$ cat config.mk
export PLATFORM = sky130hd
export DESIGN_NAME = line_walker
export DESIGN_NICKNAME = d
export VERILOG_FILES = /design/src/rtl/line_pkg.sv /design/src/rtl/lw_axis.sv /design/src/rtl/lw_err.sv /design/src/rtl/lw_write_gate.sv /design/src/rtl/line_walker.sv
export SDC_FILE = /design/constraint.sdc
export NUM_CORES = 1
export LEC_CHECK = 0
export ABC_AREA = 0
export BUFFER_PORTS_ARGS = -buffer_cell sky130_fd_sc_hd__buf_2
export CAP_MARGIN = 40
export CORE_UTILIZATION = 60
export DETAILED_ROUTE_END_ITERATION = 8
export MAX_ROUTING_LAYER = met4
export PLACE_DENSITY = 0.95
export SETUP_SLACK_MARGIN = 0.02
export SYNTH_ARGS = -nofsm -noshare
export SYNTH_HDL_FRONTEND = slang
export SYNTH_SLANG_ARGS = --single-unit
export TNS_END_PERCENT = 100
$ cat constraint.sdc
create_clock -name clk -period 8.6 [get_ports clk]
set_input_delay 1.29 -clock clk [delete_from_list [all_inputs] [get_ports clk]]
set_output_delay 1.29 -clock clk [all_outputs]
set_load 0.01 [all_outputs]
$ cat src/rtl/line_pkg.sv
package line_pkg;
   typedef enum logic [1:0] {
      DM_ALL        = 2'd0,
      DM_SKIP_FIRST = 2'd1,
      DM_SKIP_LAST  = 2'd2,
      DM_ROW_EDGE   = 2'd3
   } draw_mode_e;

   localparam int AXIS_X = 0;
   localparam int AXIS_Y = 1;
endpackage

$ cat src/rtl/lw_axis.sv
module lw_axis #(
   parameter int CW = 16
) (
   input  logic [CW-1:0] pos_i,
   input  logic          move_i,
   input  logic          dec_i,
   output logic [CW-1:0] pos_o
);
   localparam logic [CW-1:0] ONE = CW'(1);

   always_comb begin
      if (!move_i)
         pos_o = pos_i;
      else if (dec_i)
         pos_o = pos_i - ONE;
      else
         pos_o = pos_i + ONE;
   end
endmodule

$ cat src/rtl/lw_err.sv
module lw_err #(
   parameter int EW = 16
) (
   input  logic signed [EW-1:0] err_i,
   input  logic signed [EW-1:0] ka_i,
   input  logic signed [EW-1:0] kd_i,
   output logic                 diag_o,
   output logic signed [EW-1:0] err_o
);
   always_comb begin
      diag_o = ~err_i[EW-1];
      err_o  = diag_o ? (err_i + kd_i) : (err_i + ka_i);
   end
endmodule

$ cat src/rtl/lw_write_gate.sv
module lw_write_gate
   import line_pkg::*;
#(
   parameter bit EDGE_EN = 1'b1
) (
   input  draw_mode_e mode_i,
   input  logic       first_i,
   input  logic       last_i,
   input  logic       ymov_i,
   output logic       wr_o
);
   logic edge_hit;

   generate
      if (EDGE_EN) begin : g_edge
         assign edge_hit = first_i | ymov_i;
      end else begin : g_no_edge
         assign edge_hit = 1'b1;
      end
   endgenerate

   always_comb begin
      unique case (mode_i)
         DM_ALL:        wr_o = 1'b1;
         DM_SKIP_FIRST: wr_o = ~first_i;
         DM_SKIP_LAST:  wr_o = ~last_i;
         DM_ROW_EDGE:   wr_o = edge_hit;
         default:       wr_o = 1'b1;
      endcase
   end
endmodule

$ cat src/rtl/line_walker.sv
module line_walker
   import line_pkg::*;
#(
   parameter int CW      = 16,
   parameter int EW      = 16,
   parameter int LW      = 12,
   parameter bit EDGE_EN = 1'b1
) (
   input  logic                 clk,
   input  logic                 rst_n,
   input  logic                 start,
   input  logic [CW-1:0]        start_x,
   input  logic [CW-1:0]        start_y,
   input  logic signed [EW-1:0] err_init,
   input  logic signed [EW-1:0] k_axial,
   input  logic signed [EW-1:0] k_diag,
   input  logic [LW-1:0]        line_len,
   input  logic [2:0]           octant,
   input  logic [1:0]           draw_mode,
   output logic                 busy,
   output logic                 done,
   output logic                 px_valid,
   input  logic                 px_ready,
   output logic [CW-1:0]        px_x,
   output logic [CW-1:0]        px_y,
   output logic                 px_write
);
   localparam int NAXIS = 2;

   generate
      if (CW < 4 || EW < 4 || LW < 1) begin : g_bad_width
         $error("line_walker: CW and EW must be at least 4, LW at least 1");
      end
   endgenerate

   logic                 busy_q, done_q, first_q, ymov_q;
   logic [2:0]           oct_q;
   draw_mode_e           mode_q;
   logic [CW-1:0]        pos_q   [NAXIS];
   logic [CW-1:0]        pos_nxt [NAXIS];
   logic signed [EW-1:0] err_q, ka_q, kd_q, err_nxt;
   logic [LW-1:0]        cnt_q;
   logic                 diag, accept, last;
   logic [NAXIS-1:0]     mv, dec;

   assign accept = busy_q & px_ready;
   assign last   = (cnt_q == '0);

   lw_err #(.EW(EW)) u_err (
      .err_i (err_q),
      .ka_i  (ka_q),
      .kd_i  (kd_q),
      .diag_o(diag),
      .err_o (err_nxt)
   );

   assign mv[AXIS_X]  = ~oct_q[0] | diag;
   assign mv[AXIS_Y]  =  oct_q[0] | diag;
   assign dec[AXIS_X] =  oct_q[2];
   assign dec[AXIS_Y] =  oct_q[1];

   genvar a;
   generate
      for (a = 0; a < NAXIS; a++) begin : g_axis
         lw_axis #(.CW(CW)) u_axis (
            .pos_i (pos_q[a]),
            .move_i(mv[a]),
            .dec_i (dec[a]),
            .pos_o (pos_nxt[a])
         );
      end
   endgenerate

   always_ff @(posedge clk) begin
      if (!rst_n) begin
         busy_q   <= 1'b0;
         done_q   <= 1'b0;
         first_q  <= 1'b0;
         ymov_q   <= 1'b0;
         oct_q    <= '0;
         mode_q   <= DM_ALL;
         pos_q[0] <= '0;
         pos_q[1] <= '0;
         err_q    <= '0;
         ka_q     <= '0;
         kd_q     <= '0;
         cnt_q    <= '0;
      end else begin
         done_q <= 1'b0;
         if (!busy_q && start) begin
            busy_q   <= 1'b1;
            first_q  <= 1'b1;
            ymov_q   <= 1'b0;
            oct_q    <= octant;
            mode_q   <= draw_mode_e'(draw_mode);
            pos_q[0] <= start_x;
            pos_q[1] <= start_y;
            err_q    <= err_init;
            ka_q     <= k_axial;
            kd_q     <= k_diag;
            cnt_q    <= line_len;
         end else if (accept) begin
            pos_q[0] <= pos_nxt[0];
            pos_q[1] <= pos_nxt[1];
            err_q    <= err_nxt;
            first_q  <= 1'b0;
            ymov_q   <= mv[AXIS_Y];
            cnt_q    <= cnt_q - 1'b1;
            if (last) begin
               busy_q <= 1'b0;
               done_q <= 1'b1;
            end
         end
      end
   end

   lw_write_gate #(.EDGE_EN(EDGE_EN)) u_wr (
      .mode_i (mode_q),
      .first_i(first_q),
      .last_i (last),
      .ymov_i (ymov_q),
      .wr_o   (px_write)
   );

   assign busy     = busy_q;
   assign done     = done_q;
   assign px_valid = busy_q;
   assign px_x     = pos_q[0];
   assign px_y     = pos_q[1];
endmodule

==> impl_metrics.py, run 1 <==
metrics = {
    "clocking": {
        "cts.sinks": 101,
        "cts_buffer_depth": 2,
        "cts.htree.levels": 3,
        "cts_setup_buffers": 0,
        "hold_buffers": 0,
        "cts_resized": 0,
        "cts_tree": "done",
        "cts_buffers": 9,
        "cts_root_buf": "clkbuf_8",
        "insertion_delay_ns": 0.37,
        "cts.clk_slew.worst_paths_ns": 0.09,
    },
    "yosys": {
        "async_flop_share": 0,
        "synth_simple_gate_area_frac": 0.160,
        "yosysSeqAreaShare": 0.366,
        "syn-num-nets": 891,
        "netlist_area_mm2": 0.00640,
        "synth_top_area_share": 0.216,
        "synthAdderAreaFrac": 0.0954,
        "synth_compound_gate_area_share": 0.255,
        "synthMuxAreaShare": 0.0373,
        "yosys-top-cells-area": "dfxtp_1 22%, edfxtp_1 15%, nand2_1 8.6%",
        "synth_edf_count": 32,
        "ys_warn_count": 0,
        "synth_area_leader_cell": "dfxtp_1",
        "netlist_instances": 743,
        "synthFlopType": "dfxtp_1",
        "syn_area_per_cell_um2": 8.61,
        "synth_xor_area_frac": 0.0520,
        "ys_types": 56,
        "synth_top_family_by_area": "compound AO/OA/AOI/OAI gates",
        "ys_seq_elements": 101,
    },
    "grt": {
        "grt_pass1_vias": 5676,
        "grt_util_met1": 0.333,
        "grt_overflow": 0,
        "antenna_found_initial": 0,
        "top_usage_layer": "met2",
        "grt_pass1_wl_um": 25400,
        "met3_usage": 0.0550,
        "grtUsageTotal": 0.291,
        "grt.met2_usage": 0.520,
        "grt_max_degree": 68,
    },
    "floorplan": {
        "initial_utilization": 0.620,
        "rows": 37,
        "core_mm2": 0.0103,
        "die_x_um": 105,
        "ios": 137,
        "die_y_um": 105,
        "dieArea_mm2": 0.0111,
    },
    "sta": {
        "tightest_slew_ns": 0.874,
        "hold_ws_ns": 0.467,
        "fin_skew_ns": 0.0116,
        "max_slew_margin": 0.417,
        "period_minus_slack_ns": 3.68,
        "worst_slack_ns": 4.92,
        "finalSetupViolations": 0,
        "grt_setup_unrepaired": "false",
        "maxSlewViolCount": 0,
        "fin_tns_setup_ns": 0,
        "timing.fmax_ghz": 0.272,
        "period_share": 0.428,
        "finalHoldViolations": 0,
    },
    "setup_path": {
        "crit_path_max_fanout": 6,
        "setup.worst_path.class": "flop to output pin",
        "worstPathRequired_ns": 7.31,
        "rr_worst_depth": 9,
        "r2r-end": "err_q[15]",
        "critPathArrivalTime_ns": 2.39,
        "critPathLaunchType": "flop",
        "r2r-start": "err_q[15]",
        "reg2reg_slack_ns": 5.44,
        "endpoint_kind": "output pin",
    },
    "cells_and_area": {
        "fillers": 801,
        "post-route-util": 0.717,
        "area_delta_synth_final_pct": 15.6,
        "regArea_mm2": 0.00234,
        "nets": 1007,
        "multiInputGateArea_mm2": 0.00385,
        "layout-drive-gt1-share": 0.203,
        "final_design_area_no_fill_mm2": 0.00740,
    },
    "power": {
        "ir_drop_mv": 0.108,
        "leakage_nw": 3.29,
        "power.density_mw_per_mm2": 162,
    },
    "placement": {
        "post_dp_cell_area_mm2": 0.00717,
        "dp_hpwl_um": 11300,
        "gp_congestion": 0.873,
        "port_buffers": 136,
        "place_ws_ns": 5.21,
    },
    "run_status": {
        "status": "complete, no violations",
    },
    "routing": {
        "drt-total-wl_um": 15300,
        "drc": 0,
        "ant_nets": 0,
        "wl_per_cell_um": 15.3,
        "vias": 5844,
        "drtIter0Drc": 258,
        "dr.pass1.iters": 5,
        "vias_per_cell": 5.84,
    },
    "hold_path": {
        "worstHoldPathCells": 2,
        "min-delay-start": "ka_q[9]",
        "hold_path_class": "flop to flop",
        "whs_endpoint": "ka_q[9]",
    },
    "run": {
        "maxCapViolations": 0,
    },
}
[layout by cell type, fill, tap and decap left out, types with 9 or more instances in the layout]
cell type	netlist	layout
xnor2_1	22	22
inv_1	19	19
ha_1	44	44
edfxtp_1	32	32
xor2_1	16	16
a21oi_1	50	50
clkbuf_8	0	9
nand3_1	11	11
a21boi_0	42	42
dfxtp_1	69	69
buf_2	0	136
a21o_1	11	11
mux2_2	15	15
o21ai_0	66	66
nand2_1	147	147
nor2_1	23	23
o211ai_1	9	9
[synth_stat cells, drive strengths merged (5+ instances only)]
master	n
ha	44
a211oi	8
nor2b	9
dfxtp	69
nor2	23
o21ai	66
a21boi	42
o221ai	7
edfxtp	32
mux2i	7
o21a	5
a21o	11
xor2	16
o31ai	5
o211a	8
inv	19
a31oi	5
mux2	15
nand3	11
a21oi	50
o211ai	9
nand2b	7
clkbuf	32
nand2	147
nor3	8
xnor2	22
and3	7
and2	7
[layout make-up]
type / instances / share of cell area
multi-input combinational: 587 / 0.520
clock inverter: 4 / 0.00676
timing repair buffer: 141 / 0.0998
tap: 136 / 0.0230
antenna: 1 / 0.000338
clock buffer: 11 / 0.0235
sequential: 101 / 0.317
inverter: 19 / 0.00964
[per-layer routing]
layer / wire (µm) / up-vias
li1: - / 2926
met4: 259 / 0
met3: 957 / 25
met2: 7740 / 204
met1: 6380 / 2689
met5: 0 / -
[worst max-delay path, cell delays in order (launching register included)]
cell	delay [ns]
dfxtp_1	0.36
or4_1	0.60
nor4_1	0.55
nand2_1	0.10
mux2_2	0.28
buf_2	0.14
[where the power goes]
part,total [mW],internal (mW),switching [mW]
combinational,0.296,0.130,0.166
sequential,0.568,0.534,0.0337
clock,0.337,0.169,0.168
total,1.20,0.834,0.368
[metrics by stage]
stage               total power, mW  std cells
finish                         1.20       1000
global route                   1.26        999
CTS                            1.20        999
detailed placement            0.871        984
global placement              0.857        982
floorplan                     0.779        743
[flip-flops by register name, indices dropped and copies added (netlist names)]
name / cells
busy: 1
ymov_q: 1
ka_q: 16
oct_q: 3
cnt_q: 12
first_q: 1
pos_q: 32
kd_q: 16
done: 1
mode_q: 2
err_q: 16
[logic make-up (layout without fill, tap and decap cells)]
logic type	count (synthesis)	after routing
XOR/XNOR	38	38
buffers and inverters	55	175
AND/OR/NAND/NOR	234	234
AO/OA/AOI/OAI	246	246
adder cells (fa/ha/maj)	47	47
other	0	1
multiplexers	22	22
flip-flops	101	101
[how the worst max path moves through the flow]
stage / to / startpoint
2_1_floorplan: pos_q[0][0] / rst_n
3_3_place_gp: pos_q[0][13] / rst_n
3_5_place_dp: pos_q[0][13] / px_ready
4_1_cts: px_write / cnt_q[6]
5_1_grt: px_write / cnt_q[6]
6_report: px_write / cnt_q[6]
Power figures use the tool's default switching activity.
==> run 2: changes to the inputs <==
--- a/config.mk
+++ b/config.mk
@@ -8,10 +8,10 @@
 export ABC_AREA = 0
 export BUFFER_PORTS_ARGS = -buffer_cell sky130_fd_sc_hd__buf_2
 export CAP_MARGIN = 40
-export CORE_UTILIZATION = 60
+export CORE_UTILIZATION = 56
 export DETAILED_ROUTE_END_ITERATION = 8
 export MAX_ROUTING_LAYER = met4
-export PLACE_DENSITY = 0.95
+export PLACE_DENSITY = 0.93
 export SETUP_SLACK_MARGIN = 0.02
 export SYNTH_ARGS = -nofsm -noshare
 export SYNTH_HDL_FRONTEND = slang
==> constraint.sdc (replaced) <==
create_clock -name clk -period 3.4 [get_ports clk]
set_input_delay 0.51 -clock clk [delete_from_list [all_inputs] [get_ports clk]]
set_output_delay 0.51 -clock clk [all_outputs]
set_load 0.01 [all_outputs]
==> run 2 against run 1 <==
Effect of this change: count of clock-buffer cells in the layout unchanged; combinational power grew to 2.6 times the previous value; critical path depth rose by 2; clock skew is 0.0013 ns lower; via count grew 2.2%; power rose to 2.7 times the previous value; critical path type is now flop to flop; cell area is 1.3% higher; first-iteration DRC count grew 71%.
==> impl_metrics.py, run 2 (synthesis results as in run 1) <==
metrics = {
    "routing": {
        "drt-total-wl_um": 15700,
        "drc": 0,
        "wl_per_cell_um": 15.6,
        "vias": 5975,
        "vias_per_cell": 5.93,
        "drtIter0Drc": 440,
        "dr.pass1.iters": 5,
        "ant_nets": 0,
    },
    "sta": {
        "timing.fmax_ghz": 0.345,
        "finalSetupViolations": 0,
        "period_minus_slack_ns": 2.90,
        "fin_skew_ns": 0.0103,
        "maxSlewViolCount": 0,
        "grt_setup_unrepaired": "false",
        "fin_tns_setup_ns": 0,
        "finalHoldViolations": 0,
        "period_share": 0.854,
        "max_slew_margin": 0.425,
        "tightest_slew_ns": 0.860,
    },
    "cells_and_area": {
        "final_cells": 1007,
        "layout-drive-gt1-share": 0.205,
        "area_delta_synth_final_pct": 17.1,
        "largest_reg_flops": 32,
        "final_common_cell": "nand2_1",
        "fillers": 891,
        "top_register": "pos_q",
        "nets": 1010,
        "insertedDiodeCount": 0,
        "layout_common_cells": "147 x nand2_1, 136 x buf_2, 69 x dfxtp_1",
    },
    "floorplan": {
        "die_x_um": 109,
        "ios": 137,
        "rows": 38,
        "core_mm2": 0.0110,
        "die_y_um": 109,
        "dieArea_mm2": 0.0119,
        "initial_utilization": 0.583,
    },
    "setup_path": {
        "endpoint_kind": "flop",
        "critPathArrivalTime_ns": 3.01,
        "crit_path_max_fanout": 4,
        "setup.worst_path.class": "flop to flop",
        "cpPeakStageDelay_ns": 0.51,
        "slowest_stage": "fa_1",
        "cp_top_family": "compound AO/OA/AOI/OAI gates",
        "worstPathRequired_ns": 3.51,
        "cp_num_buf_inv": 0,
        "critical_path.cell_chain": "fa_1 > a21o_1 > a311o_2 > a2111oi_4 > nor3_1 > or3_1 > a32o_1",
        "critPathLaunchType": "flop",
    },
    "power": {
        "leakage_nw": 3.34,
        "ir_drop_mv": 0.382,
        "power.total_mw": 3.29,
        "power.density_mw_per_mm2": 439,
    },
    "clocking": {
        "cts_root_buf": "clkbuf_16",
        "cts_resized": 0,
        "cts.sinks": 101,
        "cts.clk_slew.worst_paths_ns": 0.08,
        "hold_buffers": 0,
        "insertion_delay_ns": 0.35,
        "cts_buffers": 9,
        "cts.htree.levels": 3,
        "cts_setup_buffers": 0,
        "cts_buffer_depth": 2,
        "cts_tree": "done",
    },
    "grt": {
        "grtUsageTotal": 0.285,
        "grt_overflow": 0,
        "antenna_found_initial": 0,
        "grt_pass1_vias": 5603,
        "grt_pass1_wl_um": 26000,
        "grt_max_degree": 52,
    },
    "run_status": {
        "status": "complete, no violations",
    },
    "placement": {
        "port_buffers": 136,
        "gp_congestion": 0.959,
        "place_inst": 991,
        "dp_hpwl_um": 11500,
    },
    "hold_path": {
        "hold_path_class": "input pin to flop",
    },
    "run": {
        "maxCapViolations": 0,
    },
}
==> run 2: area by class of cell <==
cell class,count,area (µm²),share of cell area
flip-flops and latches,101,2340,0.312
well taps,140,175,0.0234
clock inverters,5,63.8,0.00851
inverters,19,71.3,0.00951
multi-input cells,587,3850,0.514
repair buffers,144,741,0.0988
clock buffers,11,254,0.0339
==> run 2: per-stage QoR <==
stage                     hold slack [ns]  setup slack [ns]  utilization  cell area, µm²
after floorplan                     0.440             0.607            -            6400
after global placement              0.449             0.634        0.654            7180
final                               0.391             0.498        0.683            7500
after CTS                           0.383             0.521        0.683            7500
after detailed placement            0.458             0.548        0.654            7180
after global routing                0.384             0.243        0.683            7500
==> run 2: metal layers <==
metal,GRT usage,vias to the layer above,share of wire
li1,-,2927,-
met1,0.352,2755,0.43
met2,0.468,257,0.47
met3,0.0526,36,0.073
met4,0.0956,0,0.020
met5,-,-,0
==> run 2: worst register-to-register path, delay by kind of cell, from the launching register on <==
kind                     cells  cell delay, ns
flip-flops                   1            0.48
AND/OR/NAND/NOR              2            0.41
adder cells (fa/ha/maj)      1            0.51
AO/OA/AOI/OAI                4            1.26
==> run 2: report_power, final <==
group | internal [mW] | switching (mW) | leakage [nW]
Clock | 0.623 | 0.476 | 0.152
Sequential | 1.35 | 0.0804 | 0.917
Combinational | 0.330 | 0.428 | 2.27
Total | 2.31 | 0.984 | 3.34
==> run 2: worst paths after layout <==
kind | slack (ns) | startpoint | end | depth (start not counted)
setup reg to reg | 0.50 | pos_q[0][0] | pos_q[0][14] | 7
hold / removal | 0.39 | line_len[7] | cnt_q[7] | 2
hold reg to reg | 0.46 | ka_q[10] | ka_q[10] | 2
setup / recovery | 0.50 | pos_q[0][0] | pos_q[0][14] | 7
==> run 3: changes to the inputs <==
--- a/config.mk
+++ b/config.mk
@@ -5,13 +5,13 @@
 export SDC_FILE = /design/constraint.sdc
 export NUM_CORES = 1
 export LEC_CHECK = 0
-export ABC_AREA = 0
+export ABC_AREA = 1
 export BUFFER_PORTS_ARGS = -buffer_cell sky130_fd_sc_hd__buf_2
 export CAP_MARGIN = 40
 export CORE_UTILIZATION = 56
 export DETAILED_ROUTE_END_ITERATION = 8
 export MAX_ROUTING_LAYER = met4
-export PLACE_DENSITY = 0.93
+export PLACE_DENSITY = 0.92
 export SETUP_SLACK_MARGIN = 0.02
 export SYNTH_ARGS = -nofsm -noshare
 export SYNTH_HDL_FRONTEND = slang
==> run 3 against run 2 <==
Effect of this change: critical path depth increased by 1; combinational power grew 3.0%; sequential power hardly changed; hold slack worse by 0.036 ns; power is 2.5% higher; core utilization decreased by 0.47 points; synthesized cell count increased by 29%; cell count up 23%; clock skew fell by 0.0024 ns; via count grew 15%; global-route usage grew 1.7 points; critical endpoint is now px_write; largest cell class unchanged.
==> impl_metrics.py, run 3 <==
metrics = {
    "run_status": {
        "status": "complete, no violations",
    },
    "routing": {
        "drc": 0,
        "vias_per_cell": 5.56,
        "dr.pass1.iters": 5,
        "wl_per_cell_um": 14.1,
        "drt-total-wl_um": 17500,
        "vias": 6871,
        "drtIter0Drc": 567,
        "ant_nets": 0,
    },
    "setup_path": {
        "critPathArrivalTime_ns": 2.06,
        "worstPathRequired_ns": 2.89,
        "crit_path_start": "cnt_q[0]",
        "critPathLaunchType": "flop",
        "crit_path_max_fanout": 4,
        "endpoint_kind": "output pin",
        "setup.worst_path.class": "flop to output pin",
        "r2r-start": "oct_q[1]",
    },
    "sta": {
        "worst_slack_ns": 0.833,
        "grt_setup_unrepaired": "false",
        "fin_tns_setup_ns": 0,
        "fin_skew_ns": 0.00797,
        "max_slew_margin": 0.503,
        "finalSetupViolations": 0,
        "maxSlewViolCount": 0,
        "hold_ws_ns": 0.355,
        "tightest_slew_ns": 0.745,
        "timing.fmax_ghz": 0.390,
        "period_share": 0.755,
        "finalHoldViolations": 0,
        "period_minus_slack_ns": 2.57,
    },
    "cells_and_area": {
        "final_design_area_no_fill_mm2": 0.00777,
        "nets": 1234,
        "top_register": "pos_q",
        "layout-drive-gt1-share": 0.159,
        "multiInputGateArea_mm2": 0.00378,
        "post-route-util": 0.678,
        "final_cells": 1235,
        "area_delta_synth_final_pct": 17.4,
        "final_common_cell": "nand2_1",
        "regArea_mm2": 0.00234,
        "largest_reg_flops": 32,
        "fillers": 987,
        "layout_common_cells": "316 x nand2_1, 136 x buf_2, 99 x inv_1",
    },
    "floorplan": {
        "initial_utilization": 0.577,
        "ios": 137,
        "dieArea_mm2": 0.0123,
        "die_y_um": 111,
        "core_mm2": 0.0115,
        "die_x_um": 111,
        "rows": 39,
    },
    "clocking": {
        "cts_setup_buffers": 0,
        "cts_resized": 0,
        "cts_buffer_depth": 2,
        "cts_root_buf": "clkbuf_16",
        "insertion_delay_ns": 0.36,
        "cts_tree": "done",
        "hold_buffers": 0,
        "cts_buffers": 9,
        "cts.sinks": 101,
        "cts.clk_slew.worst_paths_ns": 0.06,
        "cts.htree.levels": 3,
    },
    "yosys": {
        "synthFlopType": "dfxtp_1",
        "netlist_area_mm2": 0.00662,
        "netlist_instances": 958,
        "ys_seq_elements": 101,
        "netlist_top_cells_count": "316 x nand2_1, 99 x inv_1, 73 x o21ai_0",
        "synth_area_leader_cell": "dfxtp_1",
        "ys_warn_count": 0,
        "synth_top_area_share": 0.209,
        "yosys-top-cells-area": "dfxtp_1 21%, nand2_1 18%, edfxtp_1 15%",
        "yosysMostFrequentCell": "nand2_1",
        "ys_types": 39,
        "syn-num-nets": 1106,
        "async_flop_share": 0,
        "syn_area_per_cell_um2": 6.91,
        "yosysSeqAreaShare": 0.354,
        "synth_edf_count": 32,
    },
    "grt": {
        "grt_overflow": 0,
        "grtUsageTotal": 0.302,
        "grt_pass1_vias": 6379,
        "antenna_found_initial": 1,
        "grt_pass1_wl_um": 29400,
        "grt_max_degree": 55,
    },
    "placement": {
        "place_inst": 1218,
        "port_buffers": 136,
        "gp_congestion": 0.911,
        "dp_hpwl_um": 12500,
        "post_dp_cell_area_mm2": 0.00743,
        "place_ws_ns": 1.09,
    },
    "hold_path": {
        "min-delay-start": "k_diag[3]",
        "hold_path_class": "input pin to flop",
    },
    "power": {
        "power.total_mw": 3.37,
        "ir_drop_mv": 0.276,
        "power.density_mw_per_mm2": 434,
        "leakage_nw": 3.99,
    },
    "run": {
        "maxCapViolations": 0,
    },
}
[run 3: changes by cell type in the layout (fill, tap and decap cells not counted), sizes merged, moves of 18 or more]
| cell | delta |
|---|---|
| nand3 | +52 |
| nand2 | +170 |
| xnor2 | -18 |
| inv | +83 |
| a21boi | -42 |
| nor2 | +53 |
| a22o | +20 |
[run 3: logic make-up after synthesis]
family,Yosys count,share of synthesized area
DFF,101,0.354
xor gates and xnor gates,9,0.0119
AOI/OAI and AO/OA,187,0.164
and+or+nand+nor,485,0.301
buffers and inverters,129,0.0769
adders and majority gates,47,0.0922
[run 3: cell type report]
class,count,share of cell area
Multi-Input combinational cell,728,0.486
Sequential cell,101,0.301
Timing Repair Buffer,142,0.0950
Inverter,104,0.0502
Clock buffer,14,0.0394
Tap cell,143,0.0230
Clock inverter,2,0.00451
Antenna cell,1,0.000322
[run 3: per-layer routing]
layer / track usage / wire length, µm
met1: 0.392 / 7830
met3: 0.0339 / 1070
met5: - / 0
met4: 0.129 / 388
met2: 0.481 / 8170
[run 3: path summary, 6_finish.rpt]
kind / end / cells past startpoint / slack, ns
hold reg to reg: err_q[13] / 2 / 0.46
setup / recovery: px_write / 8 / 0.83
hold / removal: kd_q[3] / 3 / 0.36
setup reg to reg: pos_q[0][30] / 9 / 1.07
[run 3: where the power goes]
part / switching [mW] / internal [mW] / leakage (nW) / total (mW)
registers: 0.0765 / 1.35 / 0.915 / 1.43
logic: 0.482 / 0.299 / 2.91 / 0.781
clock network: 0.463 / 0.700 / 0.169 / 1.16
total: 1.02 / 2.35 / 3.99 / 3.37
[run 3: critical path, stage by stage, from the launching register on]
cell and delay, ns:
dfxtp_1 0.32, inv_1 0.10, ha_1 0.22, nand2_1 0.12, nor3_1 0.39, nand3_1 0.22, nor2_1 0.12, o21ai_0 0.07
buf_2 0.15
